==> config.mk <==
export PLATFORM = sky130hd
export DESIGN_NAME = static_bank_seq
export DESIGN_NICKNAME = d
export VERILOG_FILES = /design/src/rtl/sbs_pkg.sv /design/src/rtl/sbs_cfg_regs.sv /design/src/rtl/sbs_phase_seq.sv /design/src/rtl/static_bank_seq.sv
export SDC_FILE = /design/constraint.sdc
export NUM_CORES = 1
export LEC_CHECK = 0
export BUFFER_PORTS_ARGS = -buffer_cell sky130_fd_sc_hd__buf_2
export CAP_MARGIN = 0
export CORE_UTILIZATION = 50
export DETAILED_ROUTE_END_ITERATION = 7
export GPL_TIMING_DRIVEN = 1
export PLACE_DENSITY_LB_ADDON = 0.25
export SYNTH_ARGS = -nofsm -noshare
export SYNTH_HDL_FRONTEND = slang
export SYNTH_SLANG_ARGS = --single-unit
==> constraint.sdc <==
create_clock -name clk -period 6.46 [get_ports clk]
set_input_delay 0 -clock clk [delete_from_list [all_inputs] [get_ports clk]]
set_output_delay 0 -clock clk [all_outputs]
set_load 0.1 [all_outputs]
==> src/rtl/sbs_pkg.sv <==
package sbs_pkg;

  // Per-bank settings; field positions are part of the configuration word
  typedef struct packed {
    logic       page;
    logic       wide;
    logic [3:0] acp;
    logic [3:0] cah;
    logic [3:0] coh;
    logic [4:0] acc;
    logic [3:0] cos;
    logic [3:0] acs;
  } bank_cfg_t;

  localparam int CFG_W = $bits(bank_cfg_t);

  typedef enum logic [2:0] {
    PH_IDLE, PH_ASU, PH_CSU, PH_ACC, PH_PAGE, PH_COH, PH_CAH
  } phase_e;

  // Cycles spent in a phase; zero means the phase is skipped
  function automatic logic [5:0] phase_len(phase_e ph, bank_cfg_t c);
    case (ph)
      PH_ASU:  return {2'b00, c.acs};
      PH_CSU:  return {2'b00, c.cos};
      PH_ACC:  return {1'b0, c.acc} + 6'd1;
      PH_PAGE: return {2'b00, c.acp} + 6'd1;
      PH_COH:  return {2'b00, c.coh};
      PH_CAH:  return {2'b00, c.cah};
      default: return 6'd1;
    endcase
  endfunction

  // Walk past empty phases; at most two skippable phases follow each other
  function automatic phase_e skip_empty(phase_e ph, bank_cfg_t c);
    phase_e p;
    p = ph;
    for (int i = 0; i < 2; i++) begin
      if (p != PH_IDLE && phase_len(p, c) == 6'd0) begin
        case (p)
          PH_ASU:  p = PH_CSU;
          PH_CSU:  p = PH_ACC;
          PH_COH:  p = PH_CAH;
          default: p = PH_IDLE;
        endcase
      end
    end
    return p;
  endfunction

endpackage

==> src/rtl/sbs_cfg_regs.sv <==
module sbs_cfg_regs
  import sbs_pkg::*;
#(
  parameter int NBANK = 4,
  parameter int SEL_W = (NBANK > 1) ? $clog2(NBANK) : 1
) (
  input  logic                  clk,
  input  logic                  rst,
  input  logic                  wr,
  input  logic [SEL_W-1:0]      sel,
  input  bank_cfg_t             word,
  output bank_cfg_t [NBANK-1:0] cfg
);

  for (genvar b = 0; b < NBANK; b++) begin : g_bank
    always_ff @(posedge clk) begin
      if (rst)                              cfg[b] <= '0;
      else if (wr && sel == SEL_W'(b))      cfg[b] <= word;
    end
  end

endmodule

==> src/rtl/sbs_phase_seq.sv <==
module sbs_phase_seq
  import sbs_pkg::*;
#(
  parameter int BEATS  = 4,
  parameter int BEAT_W = (BEATS > 1) ? $clog2(BEATS) : 1
) (
  input  logic              clk,
  input  logic              rst,
  input  logic              start,
  input  logic              page_en,
  input  bank_cfg_t         cfg,
  output phase_e            ph_q,
  output phase_e            ph_d,
  output logic [BEAT_W-1:0] beat_q,
  output logic [BEAT_W-1:0] beat_d,
  output logic              sample,
  output logic              fin
);

  localparam logic [BEAT_W-1:0] LAST_BEAT = BEAT_W'(BEATS - 1);

  logic [5:0] cnt_q, cnt_d;
  phase_e     nxt;

  always_comb begin
    ph_d   = ph_q;
    cnt_d  = cnt_q;
    beat_d = beat_q;
    sample = 1'b0;
    fin    = 1'b0;
    nxt    = PH_IDLE;
    if (ph_q == PH_IDLE) begin
      if (start) begin
        ph_d   = skip_empty(PH_ASU, cfg);
        cnt_d  = phase_len(ph_d, cfg) - 6'd1;
        beat_d = '0;
      end
    end else if (cnt_q != 6'd0) begin
      cnt_d = cnt_q - 6'd1;
    end else begin
      case (ph_q)
        PH_ASU: nxt = PH_CSU;
        PH_CSU: nxt = PH_ACC;
        PH_ACC, PH_PAGE: begin
          sample = 1'b1;
          if (page_en && beat_q != LAST_BEAT) begin
            nxt    = PH_PAGE;
            beat_d = beat_q + 1'b1;
          end else begin
            nxt = PH_COH;
          end
        end
        PH_COH:  nxt = PH_CAH;
        default: nxt = PH_IDLE;
      endcase
      ph_d  = skip_empty(nxt, cfg);
      cnt_d = phase_len(ph_d, cfg) - 6'd1;
      fin   = (ph_d == PH_IDLE);
    end
  end

  always_ff @(posedge clk) begin
    if (rst) begin
      ph_q   <= PH_IDLE;
      cnt_q  <= '0;
      beat_q <= '0;
    end else begin
      ph_q   <= ph_d;
      cnt_q  <= cnt_d;
      beat_q <= beat_d;
    end
  end

endmodule

==> src/rtl/static_bank_seq.sv <==
module static_bank_seq
  import sbs_pkg::*;
#(
  parameter int NBANK   = 4,
  parameter int BANK_AW = 17,
  parameter int DATA_W  = 16,
  parameter int BEATS   = 4,
  parameter int SEL_W   = (NBANK > 1) ? $clog2(NBANK) : 1,
  parameter int ADDR_W  = SEL_W + BANK_AW
) (
  input  logic                    clk,
  input  logic                    rst,
  input  logic                    cfg_wr,
  input  logic [SEL_W-1:0]        cfg_sel,
  input  logic [CFG_W-1:0]        cfg_word,
  input  logic                    req_valid,
  output logic                    req_ready,
  input  logic                    req_write,
  input  logic [ADDR_W-1:0]       req_addr,
  input  logic [DATA_W-1:0]       req_wdata,
  output logic                    rsp_valid,
  output logic [BEATS*DATA_W-1:0] rsp_rdata,
  output logic [NBANK-1:0]        mem_csn,
  output logic                    mem_oen,
  output logic                    mem_wen,
  output logic [BANK_AW-1:0]      mem_addr,
  output logic [DATA_W-1:0]       mem_dout,
  output logic                    mem_doe,
  input  logic [DATA_W-1:0]       mem_din
);

  localparam int BYTE_W = DATA_W / 2;
  localparam int BEAT_W = (BEATS > 1) ? $clog2(BEATS) : 1;

  bank_cfg_t [NBANK-1:0] cfg_all;
  bank_cfg_t             cfg_in;
  assign cfg_in = bank_cfg_t'(cfg_word);

  sbs_cfg_regs #(.NBANK(NBANK), .SEL_W(SEL_W)) u_cfg (
    .clk(clk), .rst(rst), .wr(cfg_wr), .sel(cfg_sel), .word(cfg_in), .cfg(cfg_all)
  );

  // Request decode and per-transfer context
  logic [SEL_W-1:0]   req_bank, act_bank_q, bank_now;
  logic [BANK_AW-1:0] req_off, req_base, base_q, base_now, addr_beat;
  bank_cfg_t          act_cfg_q, cfg_now;
  logic               act_wr_q, wr_now, idle, accept;

  assign req_bank  = req_addr[ADDR_W-1 -: SEL_W];
  assign req_off   = req_addr[BANK_AW-1:0];
  assign req_base  = cfg_all[req_bank].wide ? {1'b0, req_off[BANK_AW-1:1]} : req_off;

  phase_e            ph_q, ph_d;
  logic [BEAT_W-1:0] beat_q, beat_d;
  logic              sample, fin;

  assign idle      = (ph_q == PH_IDLE);
  assign req_ready = idle;
  assign accept    = req_valid & idle;
  assign cfg_now   = idle ? cfg_all[req_bank] : act_cfg_q;
  assign wr_now    = idle ? req_write : act_wr_q;
  assign bank_now  = idle ? req_bank : act_bank_q;
  assign base_now  = idle ? req_base : base_q;
  assign addr_beat = {base_now[BANK_AW-1:BEAT_W], base_now[BEAT_W-1:0] + beat_d};

  sbs_phase_seq #(.BEATS(BEATS), .BEAT_W(BEAT_W)) u_seq (
    .clk(clk), .rst(rst), .start(accept), .page_en(cfg_now.page & ~wr_now),
    .cfg(cfg_now), .ph_q(ph_q), .ph_d(ph_d), .beat_q(beat_q), .beat_d(beat_d),
    .sample(sample), .fin(fin)
  );

  // Bus strobes decoded from the next phase, then registered
  logic cs_on, strobe_on, hold_on;
  assign cs_on     = ph_d inside {PH_CSU, PH_ACC, PH_PAGE, PH_COH};
  assign strobe_on = ph_d inside {PH_ACC, PH_PAGE};
  assign hold_on   = ph_d inside {PH_ACC, PH_COH};

  logic [BEATS-1:0][DATA_W-1:0] rbuf;
  assign rsp_rdata = rbuf;

  always_ff @(posedge clk) begin
    if (rst) begin
      mem_csn    <= '1;
      mem_oen    <= 1'b1;
      mem_wen    <= 1'b1;
      mem_doe    <= 1'b0;
      mem_addr   <= '0;
      mem_dout   <= '0;
      act_cfg_q  <= '0;
      act_wr_q   <= 1'b0;
      act_bank_q <= '0;
      base_q     <= '0;
      rbuf       <= '0;
      rsp_valid  <= 1'b0;
    end else begin
      mem_csn   <= cs_on ? ~({{(NBANK-1){1'b0}}, 1'b1} << bank_now) : '1;
      mem_oen   <= ~(strobe_on & ~wr_now);
      mem_wen   <= ~(strobe_on & wr_now);
      mem_doe   <= wr_now & hold_on;
      rsp_valid <= fin;
      if (ph_d != PH_IDLE) mem_addr <= addr_beat;
      if (accept) begin
        act_cfg_q  <= cfg_now;
        act_wr_q   <= req_write;
        act_bank_q <= req_bank;
        base_q     <= req_base;
        mem_dout   <= cfg_now.wide ? req_wdata : {{(DATA_W-BYTE_W){1'b0}}, req_wdata[BYTE_W-1:0]};
        rbuf       <= '0;
      end
      if (sample)
        rbuf[beat_q] <= act_cfg_q.wide ? mem_din : {{(DATA_W-BYTE_W){1'b0}}, mem_din[BYTE_W-1:0]};
    end
  end

endmodule

Yosys cells after proc, flatten, opt, wreduce, memory -nomap -nowiden. Index checks and enable logic that the tools add are counted.

Output and inout port bits: 106. Word-level logic and storage cells: 214. Flip-flop bits (word level): 271. Input port bits: 85.

Bitwise operators: 10. Shift-type cells: 1. Equality and inequality tests: 44. Muxes and demuxes: 65. Reduce and logical (&&, ||, !) cells: 27. Order comparisons: 3. Add/sub/neg operators: 7.

Operator list (count): 64-bit 2-to-1 mux (3); 6-bit case mux with 6 select lines (5); 6-bit 2-to-1 mux (15); 64-bit bitwise mux (1); 3-bit equality test (second input constant) (19); 27-bit binary-select mux with 2-bit select (1); 27-bit 2-to-1 mux (2); 16-bit 2-to-1 mux (3); 3-bit 2-to-1 mux (16); 3-bit by 2-bit equality test with 1-bit output (second input constant) (14); 17-bit 2-to-1 mux (2); 16-bit demux with 2-bit select (1); 3-bit case mux with 3 select lines (3); 6-bit zero test (4); 3-bit by 1-bit equality test with 1-bit output (second input constant) (6); 6-bit by 1-bit subtractor with 6-bit output (second input constant) (3); 2-bit 2-to-1 mux (7); 3-bit case mux with 4 select lines (1); 3-bit nonzero test (4); 1-bit logical AND (9); 5-bit by 1-bit adder with 6-bit output (second input constant) (1); 3-bit zero test (2); 2-bit by 3-bit less-than comparator with 1-bit output (second input constant) (2); 6-bit nonzero test (1); other kinds (18) (32).

Logic depth before layout (Yosys ltp). Gate-level depths: netlist (run 1).

Depth in word-level cells: 34. Gate-level depth with buffers: 23. Mapped depth without buffers: 17.

Modules after synthesis. From an unflattened synthesis (run 1), not the netlist that was laid out.

Cells, all modules: 1440. Area, all modules: 12705.9 µm².

By module, submodules not included: static_bank_seq (cells each 833, area an instance 6779.0 µm², sequential area each 3042.9 µm², times used 1); sbs_cfg_regs (cells each 384, area an instance 4311.6 µm², sequential area each 2162.1 µm², times used 1); sbs_phase_seq (cells each 223, area an instance 1615.3 µm², sequential area each 220.2 µm², times used 1).

Least setup slack after synthesis (run 1). OpenSTA, ideal clock, no wires.

Path type: register to register. Start point: register u_seq.ph_q[0]. End point: register u_seq.cnt_q[4]. Clock period less this slack: 5.270 ns. Slack: 1.190 ns. Required time: 6.374 ns. Arrival: 5.184 ns. Setup time: 0.086 ns. Path buffers: 7. Cell stages (with the launch flop): 22. Cell sequence: dfxtp_1 buf_6 or3_1 buf_6 clkinv_4 buf_8 buf_2 buf_1 clkbuf_1 buf_1 nand2_1 nand2_1 ha_1 o41ai_4 nand4_1 a22oi_2 or2_1 a31o_4 ha_1 o2111ai_1 xnor2_1 a211oi_1.

RTL lines: from (decl) (RTL line sbs_phase_seq.sv:12) `output phase_e ph_q,`; from (signal assigned) (RTL line sbs_phase_seq.sv:68) `ph_q <= ph_d;`; to (signal assigned) (RTL line sbs_phase_seq.sv:69) `cnt_q <= cnt_d;`; to (decl) (RTL line sbs_phase_seq.sv:22) `logic [5:0] cnt_q, cnt_d;`.

==> flow_metrics.py, run 1 <==
metrics = {
    "detailed_routing": {
        "drt-initial-drc-count": 938,
        "ant_nets": 0,
        "drc": 0,
        "vias": 11700,
        "via_per_inst": 5.62,
        "post_drt_wl_per_cell_um": 16.8,
        "finalWirelength_mm": 35.0,
        "dr.pass1.iters": 6,
    },
    "worst_setup_path": {
        "crit_chain": "or3_2 > clkinv_4 > mux2_4 > ha_1 > nand3b_1 > a21oi_1 > o21a_1 > o22ai_1 > o311ai_1 > nand4_4 > or2_1 > a31o_4 > ha_1 > o2111ai_1 > xnor2_1 > a211oi_1",
        "critical_path_peak_fanout": 47,
        "cpPeakStageDelay_ps": 540,
        "arrival_ps": 5150,
        "startpoint_type": "register",
        "slowest_stage": "or3_2",
        "crit_path_end_kind": "register",
        "required_ps": 6920,
        "path_class": "reg -> reg",
        "crit_top_cell": "ha_1",
    },
    "clock_network": {
        "root_buffer": "clkbuf_16",
        "clock-sinks": 271,
        "cts_tree": "done",
        "cts.path.max_buffers": 3,
        "post_cts_resized": 0,
        "clkTransAtPathRegs_ps": 70,
        "worstSkewPairLatency_ps": 550,
        "h-tree-depth": 1,
        "numCtsBuffers": 29,
    },
    "pwr": {
        "leakage_nw": 5.84,
        "power_mw": 5.71,
        "powerDensity_nw_per_um2": 377,
        "peakVddDrop_mv": 0.306,
    },
    "finish": {
        "fill_cells": 2117,
        "layout-drive-gt1-share_pct": 17.3,
        "fin_util_pct": 62.4,
        "final_cells": 2089,
        "area_growth_pct": 22.6,
        "fin_nets": 1840,
        "insertedDiodeCount": 0,
        "stdcell_area_um2": 15100,
    },
    "timing": {
        "fin_crit_sh_pct": 72.6,
        "rsz0062_at_grt": "no",
        "tns_ps": 0,
        "tightest_slew_ps": 1020,
        "skew_ps": 14.4,
        "setup_viol": 0,
        "slew_violations": 0,
        "slew_headroom_pct": 31.8,
        "fin_crit_ps": 4690,
        "final_hold_viol_count": 0,
        "max_freq_mhz": 213,
    },
    "yosys": {
        "synthTopCellsByArea": "dfxtp_1 44%, nand2_1 12%, a21oi_1 8.5%",
        "syn-num-nets": 1631,
        "ys_types": 79,
        "synth_compound_area_share_pct": 17.5,
        "async_reset_ff_share_pct": 0,
        "synth_fa_ha_area_share_pct": 1.12,
        "syn_inst": 1535,
        "synth_xor_area_share_pct": 0.568,
        "synth_top_cell_by_area": "dfxtp_1",
        "yosys-mux-area-fraction_pct": 8.67,
        "avgSynthCellArea_um2": 8.04,
        "synth_seq_area_share_pct": 44.0,
        "synth-main-ff-cell": "dfxtp_1",
        "synth_edf_count": 0,
        "netlist_area_um2": 12300,
        "yosysTopAreaCellShare_pct": 44.0,
        "synth_top_family_by_area": "simple AND/OR/NAND/NOR gates",
        "yosys.area_share.simple_pct": 23.6,
        "ys_ff_latch": 271,
        "ys_warn_count": 0,
    },
    "placement": {
        "placed_cell_area_um2": 13300,
        "port_buffers": 190,
        "dp_hpwl_mm": 22.2,
        "gp_congestion": 0.927,
        "placed_cells": 1948,
    },
    "global_route": {
        "first_global_vias": 11200,
        "grt_usage_pct": 27.1,
        "grt_max_degree": 101,
        "antenna_found_initial": 0,
        "grt_pass1_wl_mm": 57.1,
        "grt-ovfl-total": 0,
    },
    "floorplan": {
        "rows": 57,
        "pin_count": 191,
        "die_x_um": 159,
        "coreArea_um2": 24200,
        "die_h_um": 159,
        "die_area_um2": 25300,
        "initial_core_util_pct": 50.9,
    },
    "status": {
        "outcome": "finished, final reports clean",
    },
    "hold_path": {
        "hp-class": "in -> reg",
    },
    "flow_run": {
        "maxCapViolations": 0,
    },
}
==> synthesized netlist by cell type, drive strengths merged (3+ instances only) <==
cell type and instances:
o2111ai 3, ha 11, a21oi 210, o21ai 35, nand2 407, mux2 5
mux4 26, o211ai 4, nand3b 5, dfxtp 271, buf 26, a31oi 40
a211oi 27, nor3b 11, and3 11, nor4 7, and2 8, a22oi 3
nand3 55, nor2 135, o31ai 3, nand2b 6, o22ai 5, o21a 4
xnor2 6, a311o 3, mux2i 42, nand4 6, inv 12, nor3 11
o311ai 3, or3b 3, or3 6, a221oi 3, clkbuf 90, or4 3
==> final timing paths <==
kind | end | depth (start not counted) | slack [ps] | from
worst min register to register | mem_dout[13] | 2 | 450 | mem_dout[13]
worst max-delay path | u_seq.cnt_q[4] | 16 | 1770 | u_seq.ph_q[0]
worst min-delay path | u_cfg.cfg[7] | 5 | 100 | cfg_sel[0]
worst max register to register | u_seq.cnt_q[4] | 16 | 1770 | u_seq.ph_q[0]
==> layer usage <==
layer | global-route usage, % | part of all wire, % | up-vias | wire, um
met5 | 0 | 0 | - | 0
met4 | 8.96 | 2.6 | 0 | 916
met3 | 3.39 | 4.7 | 77 | 1640
met2 | 47.5 | 49 | 366 | 17200
met1 | 34.4 | 44 | 5578 | 15300
li1 | - | - | 5721 | -
==> report_power, final <==
group          internal [mW]  leakage, nW  switching, mW  total [mW]
Combinational          0.646         3.19           1.57        2.21
Sequential              1.82         2.20          0.104        1.92
Clock                  0.907        0.446          0.669        1.58
==> area by class of cell <==
type	instances	area (um^2)	area share, %
clock inverters	9	60.1	0.397
multi-input cells	1134	6370	42.1
clock buffers	43	848	5.61
well taps	324	405	2.68
repair buffers	294	1960	13.0
flip-flops and latches	271	5430	35.9
inverters	14	57.6	0.380
==> sequential cells by signal, summed over array words and instances, names as in the netlist, 2 cells and up <==
signal	cells
act_bank_q	2
act_cfg_q	27
base_q	17
mem_addr	17
mem_csn	4
mem_dout	16
rsp_rdata	64
u_cfg.cfg	108
u_seq.beat_q	2
u_seq.cnt_q	6
u_seq.ph_q	3
==> per-stage QoR <==
step           setup WS, ps  hold slack [ps]
5_1_grt                1430              115
3_3_place_gp           1940              243
3_5_place_dp           1870              247
2_1_floorplan          1190             81.7
6_report               1770              101
4_1_cts                1830             70.8
==> layout by cell type (no fill, tap or decap), types with 6 or more instances in the layout <==
cell type | Yosys | layout
nand3_1 | 55 | 55
dfxtp_1 | 271 | 271
inv_1 | 12 | 12
and2_1 | 8 | 7
clkbuf_16 | 0 | 29
nor3_1 | 11 | 11
dlygate4sd3_1 | 0 | 89
and3_1 | 11 | 11
ha_1 | 11 | 11
a31oi_1 | 40 | 40
o21ai_1 | 7 | 7
mux4_2 | 26 | 26
buf_4 | 0 | 15
o21ai_0 | 28 | 28
buf_2 | 7 | 189
nor4_1 | 7 | 7
nor3b_1 | 10 | 9
mux2i_1 | 41 | 41
a21oi_1 | 210 | 210
nor2_1 | 135 | 134
xnor2_1 | 6 | 6
a211oi_1 | 26 | 26
clkbuf_8 | 0 | 8
clkbuf_1 | 90 | 7
nand2_1 | 406 | 405
==> cells by family after synthesis <==
kind of cell / count (synthesis)
AO/OA/AOI/OAI: 360
buffers and inverters: 130
XOR/XNOR: 8
flip-flops: 271
AND/OR/NAND/NOR: 682
multiplexers: 73
adder cells (fa/ha/maj): 11
==> critical path, delay by kind of cell (launching register included) <==
kind | cells | cell delay (ps)
DFF | 1 | 490
and+or+nand+nor | 4 | 1240
muxes | 1 | 350
buffers and inverters | 1 | 310
AOI/OAI and AO/OA | 7 | 1490
adders and majority gates | 2 | 580
xor gates and xnor gates | 1 | 110
==> what timing repair did <==
action	4_1_cts	5_1_grt
hold buffers	89	0
setup buffers	0	0
hold endpoints to repair	234	0
No activity file was read; power rests on OpenSTA's default activity.
==> run 2: changes to the inputs <==
- clock period: 6.46 -> 4.37 ns (I/O delays scaled with it)
==> run 2 against run 1 <==
Via count about the same. Non-clock buffer count increased by 11. Sequential share of layout area decreased by 0.24 points. Core utilization increased by 0.41 points. Wire length increased by 0.67%. Clock power increased by 50%. Maximum frequency increased by 17%. Final cell count increased by 0.34%. Critical endpoint unchanged. Highest routed layer unchanged.
==> flow_metrics.py, run 2 (same netlist as run 1, synthesis figures left out) <==
metrics = {
    "placement": {
        "placed_cells": 1962,
        "place_ws_ps": 341,
        "dp_hpwl_mm": 22.9,
        "gp_congestion": 0.961,
        "port_buffers": 190,
    },
    "worst_setup_path": {
        "arrival_ps": 4470,
        "reg2reg_depth": 16,
        "r2r_end": "u_seq.cnt_q[4]",
        "r2r_setup_slack_ps": 350,
        "crit_buf_inv": 2,
        "path_class": "reg -> reg",
        "cpPeakStageDelay_ps": 530,
        "crit_family": "compound AO/OA/AOI/OAI gates",
        "startpoint_type": "register",
        "required_ps": 4820,
        "crit_chain": "or3_2 > clkinv_4 > mux2i_1 > inv_1 > ha_1 > o21ai_0 > o22ai_1 > o41ai_4 > o2111ai_1 > a22oi_2 > or2_1 > a31o_4 > ha_1 > o2111ai_1 > xnor2_1 > a211oi_1",
        "crit_path_end_kind": "register",
        "critical_path_peak_fanout": 11,
        "r2r_start": "u_seq.ph_q[2]",
        "slowest_stage": "or3_2",
    },
    "clock_network": {
        "clkTransAtPathRegs_ps": 60,
        "cts_hold_buf": 86,
        "clock-sinks": 271,
        "cts_tree": "done",
        "root_buffer": "clkbuf_16",
        "h-tree-depth": 1,
        "worstSkewPairLatency_ps": 550,
        "numCtsBuffers": 29,
        "post-cts-setup-buffer-count": 0,
        "post_cts_resized": 0,
        "cts.path.max_buffers": 3,
    },
    "timing": {
        "rsz0062_at_grt": "no",
        "hold_ws_ps": 21.7,
        "tightest_slew_ps": 1130,
        "fin_crit_sh_pct": 91.9,
        "tns_ps": 0,
        "skew_ps": 13.1,
        "slew_violations": 0,
        "fin_crit_ps": 4020,
        "setup_viol": 0,
        "final_hold_viol_count": 0,
        "setup_slack_ps": 354,
        "slew_headroom_pct": 24.4,
        "max_freq_mhz": 249,
    },
    "hold_path": {
        "min_path_cells": 4,
        "hold_path_end": "u_cfg.cfg[90]",
        "hp-class": "in -> reg",
        "hp-start": "cfg_sel[0]",
    },
    "pwr": {
        "leakage_nw": 5.90,
        "powerDensity_nw_per_um2": 561,
        "peakVddDrop_mv": 0.466,
    },
    "global_route": {
        "antenna_found_initial": 0,
        "grt_max_degree": 106,
        "grt-ovfl-total": 0,
        "grt_usage_pct": 27.4,
        "first_global_vias": 11200,
        "grt_pass1_wl_mm": 57.7,
    },
    "finish": {
        "largest_register": "u_cfg.cfg",
        "final_cell_mix": "405 x nand2_1, 271 x dfxtp_1, 210 x a21oi_1, 189 x buf_2, 134 x nor2_1",
        "final_cells": 2096,
        "final_common_cell": "nand2_1",
        "fin_nets": 1851,
        "layout-drive-gt1-share_pct": 17.9,
        "area_growth_pct": 23.5,
        "insertedDiodeCount": 0,
        "largest_reg_flops": 108,
    },
    "detailed_routing": {
        "drc": 0,
        "vias": 11700,
        "drt-initial-drc-count": 1076,
        "post_drt_wl_per_cell_um": 16.8,
        "ant_nets": 0,
        "dr.pass1.iters": 8,
        "via_per_inst": 5.60,
        "finalWirelength_mm": 35.3,
    },
    "floorplan": {
        "rows": 57,
        "die_x_um": 159,
        "pin_count": 191,
        "die_h_um": 159,
        "coreArea_um2": 24200,
        "initial_core_util_pct": 50.9,
        "die_area_um2": 25300,
    },
    "flow_run": {
        "maxCapViolations": 0,
    },
    "status": {
        "outcome": "finished, final reports clean",
    },
}
## run 2: worst max path at each step
stage / startpoint / endpoint / slack, ps / cells past startpoint
2_1_floorplan: u_seq.ph_q[0] / u_seq.cnt_q[4] / 130 / 21
3_3_place_gp: req_addr[17] / u_seq.cnt_q[4] / 470 / 15
3_5_place_dp: req_addr[17] / u_seq.cnt_q[4] / 340 / 17
4_1_cts: u_seq.ph_q[2] / u_seq.cnt_q[4] / 380 / 17
5_1_grt: u_seq.ph_q[2] / u_seq.cnt_q[4] / 40 / 16
6_report: u_seq.ph_q[2] / u_seq.cnt_q[4] / 350 / 16
## run 2: layout make-up
cell class / instances / area [um^2]
inverters: 14 / 57.6
fillers: 2099 / 9020
clock inverters: 5 / 52.6
multi-input cells: 1134 / 6370
well taps: 324 / 405
clock buffers: 43 / 868
repair buffers: 305 / 2050
flip-flops and latches: 271 / 5430
## run 2: per-layer routing
metal	vias to the layer above	GRT usage, %	wire [um]
met3	74	3.15	1920
met1	5528	36.3	15400
met5	-	0	0
met4	0	9.13	945
li1	5732	-	-
met2	399	46.5	17000
## run 2: worst min-delay path, stage by stage
cell and delay (ps):
buf_2 140, and3_1 240, nand2_1 100, a21oi_1 50
## run 2: through the flow
stage,instance area [um^2],power [mW],utilization [%]
detailed placement,13400,6.13,55.5
finish,15200,8.55,62.8
floorplan,12300,5.51,-
global route,15200,8.97,62.8
CTS,15200,8.56,62.8
global placement,13400,6.10,55.5
## run 2: power by group
group	internal, mW	switching (mW)
Combinational	1.00	2.36
Sequential	2.69	0.126
Clock	1.41	0.961
Total	5.10	3.45
==> run 3: changes to the inputs <==
- CORE_MARGIN: not set -> 3
- CTS_BUF_LIST: not set -> sky130_fd_sc_hd__clkbuf_8 sky130_fd_sc_hd__clkbuf_16
==> run 3 against run 2 <==
Via count about the same. Critical path type unchanged. Critical path depth shrank 2. Final cell count up 0.33%. Highest routed layer unchanged. Core utilization grew 1.5 points. Largest power group unchanged. Clock skew hardly changed. Final area is 0.57% higher. Critical endpoint unchanged.
==> flow_metrics.py, run 3 (same netlist as run 1, synthesis figures left out) <==
metrics = {
    "timing": {
        "tightest_slew_ps": 1110,
        "tns_ps": 0,
        "skew_ps": 13.2,
        "fin_crit_ps": 4060,
        "max_freq_mhz": 247,
        "fin_crit_sh_pct": 92.8,
        "rsz0062_at_grt": "no",
        "final_hold_viol_count": 0,
        "setup_viol": 0,
        "slew_violations": 0,
        "slew_headroom_pct": 25.9,
    },
    "worst_setup_path": {
        "arrival_ps": 4510,
        "r2r_end": "u_seq.cnt_q[4]",
        "crit_path_end_kind": "register",
        "r2r_start": "u_seq.ph_q[2]",
        "startpoint_type": "register",
        "critical_path_peak_fanout": 20,
        "r2r_setup_slack_ps": 310,
        "path_class": "reg -> reg",
        "required_ps": 4820,
        "reg2reg_depth": 14,
    },
    "global_route": {
        "antenna_found_initial": 0,
        "grt_max_degree": 109,
        "first_global_vias": 11100,
        "grt_usage_pct": 25.8,
        "grt-ovfl-total": 0,
        "grt_pass1_wl_mm": 56.9,
    },
    "status": {
        "outcome": "finished, final reports clean",
    },
    "pwr": {
        "peakVddDrop_mv": 0.500,
        "leakage_nw": 5.98,
        "power_mw": 8.69,
        "powerDensity_nw_per_um2": 567,
    },
    "detailed_routing": {
        "vias": 11700,
        "finalWirelength_mm": 35.7,
        "dr.pass1.iters": 5,
        "ant_nets": 0,
        "drc": 0,
        "post_drt_wl_per_cell_um": 17.0,
        "drt-initial-drc-count": 948,
        "via_per_inst": 5.58,
    },
    "clock_network": {
        "post_cts_resized": 0,
        "clock-sinks": 271,
        "post-cts-setup-buffer-count": 0,
        "h-tree-depth": 1,
        "root_buffer": "clkbuf_16",
        "numCtsBuffers": 29,
        "worstSkewPairLatency_ps": 540,
        "cts.path.max_buffers": 3,
        "cts_tree": "done",
        "clkTransAtPathRegs_ps": 60,
    },
    "floorplan": {
        "die_h_um": 163,
        "coreArea_um2": 23800,
        "rows": 56,
        "initial_core_util_pct": 51.8,
        "die_area_um2": 26600,
        "pin_count": 191,
        "die_x_um": 163,
    },
    "placement": {
        "port_buffers": 190,
        "gp_congestion": 0.991,
        "dp_hpwl_mm": 23.2,
    },
    "finish": {
        "layout-drive-gt1-share_pct": 18.6,
        "fill_cells": 2059,
        "largest_reg_flops": 108,
        "multi_input_comb_area_um2": 6370,
        "fin_nets": 1857,
        "largest_register": "u_cfg.cfg",
        "insertedDiodeCount": 0,
        "final_cell_mix": "405 x nand2_1, 271 x dfxtp_1, 210 x a21oi_1, 189 x buf_2, 134 x nor2_1",
        "area_growth_pct": 24.2,
        "final_common_cell": "nand2_1",
        "regArea_um2": 5430,
    },
    "hold_path": {
        "hp-class": "in -> reg",
        "hold_path_end": "act_bank_q[0]",
        "hp-start": "req_addr[17]",
        "min_path_cells": 4,
    },
    "flow_run": {
        "maxCapViolations": 0,
    },
}
## run 3: changes by cell type in the layout (fill, tap and decap cells not counted), sizes merged
cell         before  now
dlygate4sd3      86   87
clkbuf           44   38
clkinvlp          1    0
bufinv            1    2
inv              12   17
buf             218  223
clkinv            5   12
## run 3: final cells by class
| class | instances | share of cell area [%] |
|---|---|---|
| Multi-Input combinational cell | 1134 | 41.6 |
| Sequential cell | 271 | 35.4 |
| Timing Repair Buffer | 311 | 13.6 |
| Clock buffer | 37 | 5.46 |
| Tap cell | 319 | 2.61 |
| Clock inverter | 17 | 0.931 |
| Inverter | 14 | 0.376 |
## run 3: worst max-delay path by stage
stage / cells after the start / end / slack, ps / start
floorplan: 21 / u_seq.cnt_q[4] / 130 / u_seq.ph_q[0]
global placement: 16 / u_seq.cnt_q[4] / 510 / u_seq.ph_q[2]
detailed placement: 14 / u_seq.cnt_q[4] / 400 / u_seq.ph_q[2]
CTS: 14 / u_seq.cnt_q[4] / 380 / u_seq.ph_q[2]
global route: 16 / u_seq.cnt_q[4] / 120 / u_seq.ph_q[2]
finish: 14 / u_seq.cnt_q[4] / 310 / u_seq.ph_q[2]
## run 3: repair_timing
item                                   in CTS  in global routing
endpoints found under the hold margin     231                  0
hold buffers                               87                  0
setup endpoints to repair                   0                  0
## run 3: power by group
group	total [mW]	internal, mW	leakage [nW]	switching [mW]
clock	2.46	1.46	0.508	0.993
combinational	3.41	1.02	3.27	2.39
sequential	2.82	2.69	2.20	0.128
total	8.69	5.18	5.98	3.51
## run 3: critical path: stages, from the launching register on
cell and delay (ps):
dfxtp_1 310, or3_2 530, clkinv_4 180, buf_4 260, mux2i_2 460, nand2b_4 90
o41ai_4 470, nand4_1 180, a22oi_2 350, or2_1 190, a31o_4 200, ha_1 200
o2111ai_1 150, xnor2_1 160, a211oi_1 210
## run 3: per-stage QoR
stage	cell area, um^2	hold WS, ps	std cells	util [%]	setup WS [ps]
2_1_floorplan	12300	81.7	1535	-	134
3_3_place_gp	13500	242	1962	56.5	510
3_5_place_dp	13500	247	1962	56.5	395
4_1_cts	15300	70.6	2103	64.3	380
5_1_grt	15300	105	2103	64.3	119
6_report	15300	74.2	2103	64.3	315
## run 3: layer usage
metal | share of wire, % | up-vias | GRT usage [%]
li1 | - | 5763 | -
met1 | 44 | 5531 | 34.2
met2 | 48 | 366 | 43.8
met3 | 5.0 | 78 | 3.47
met4 | 2.8 | 0 | 7.96
met5 | 0 | - | 0
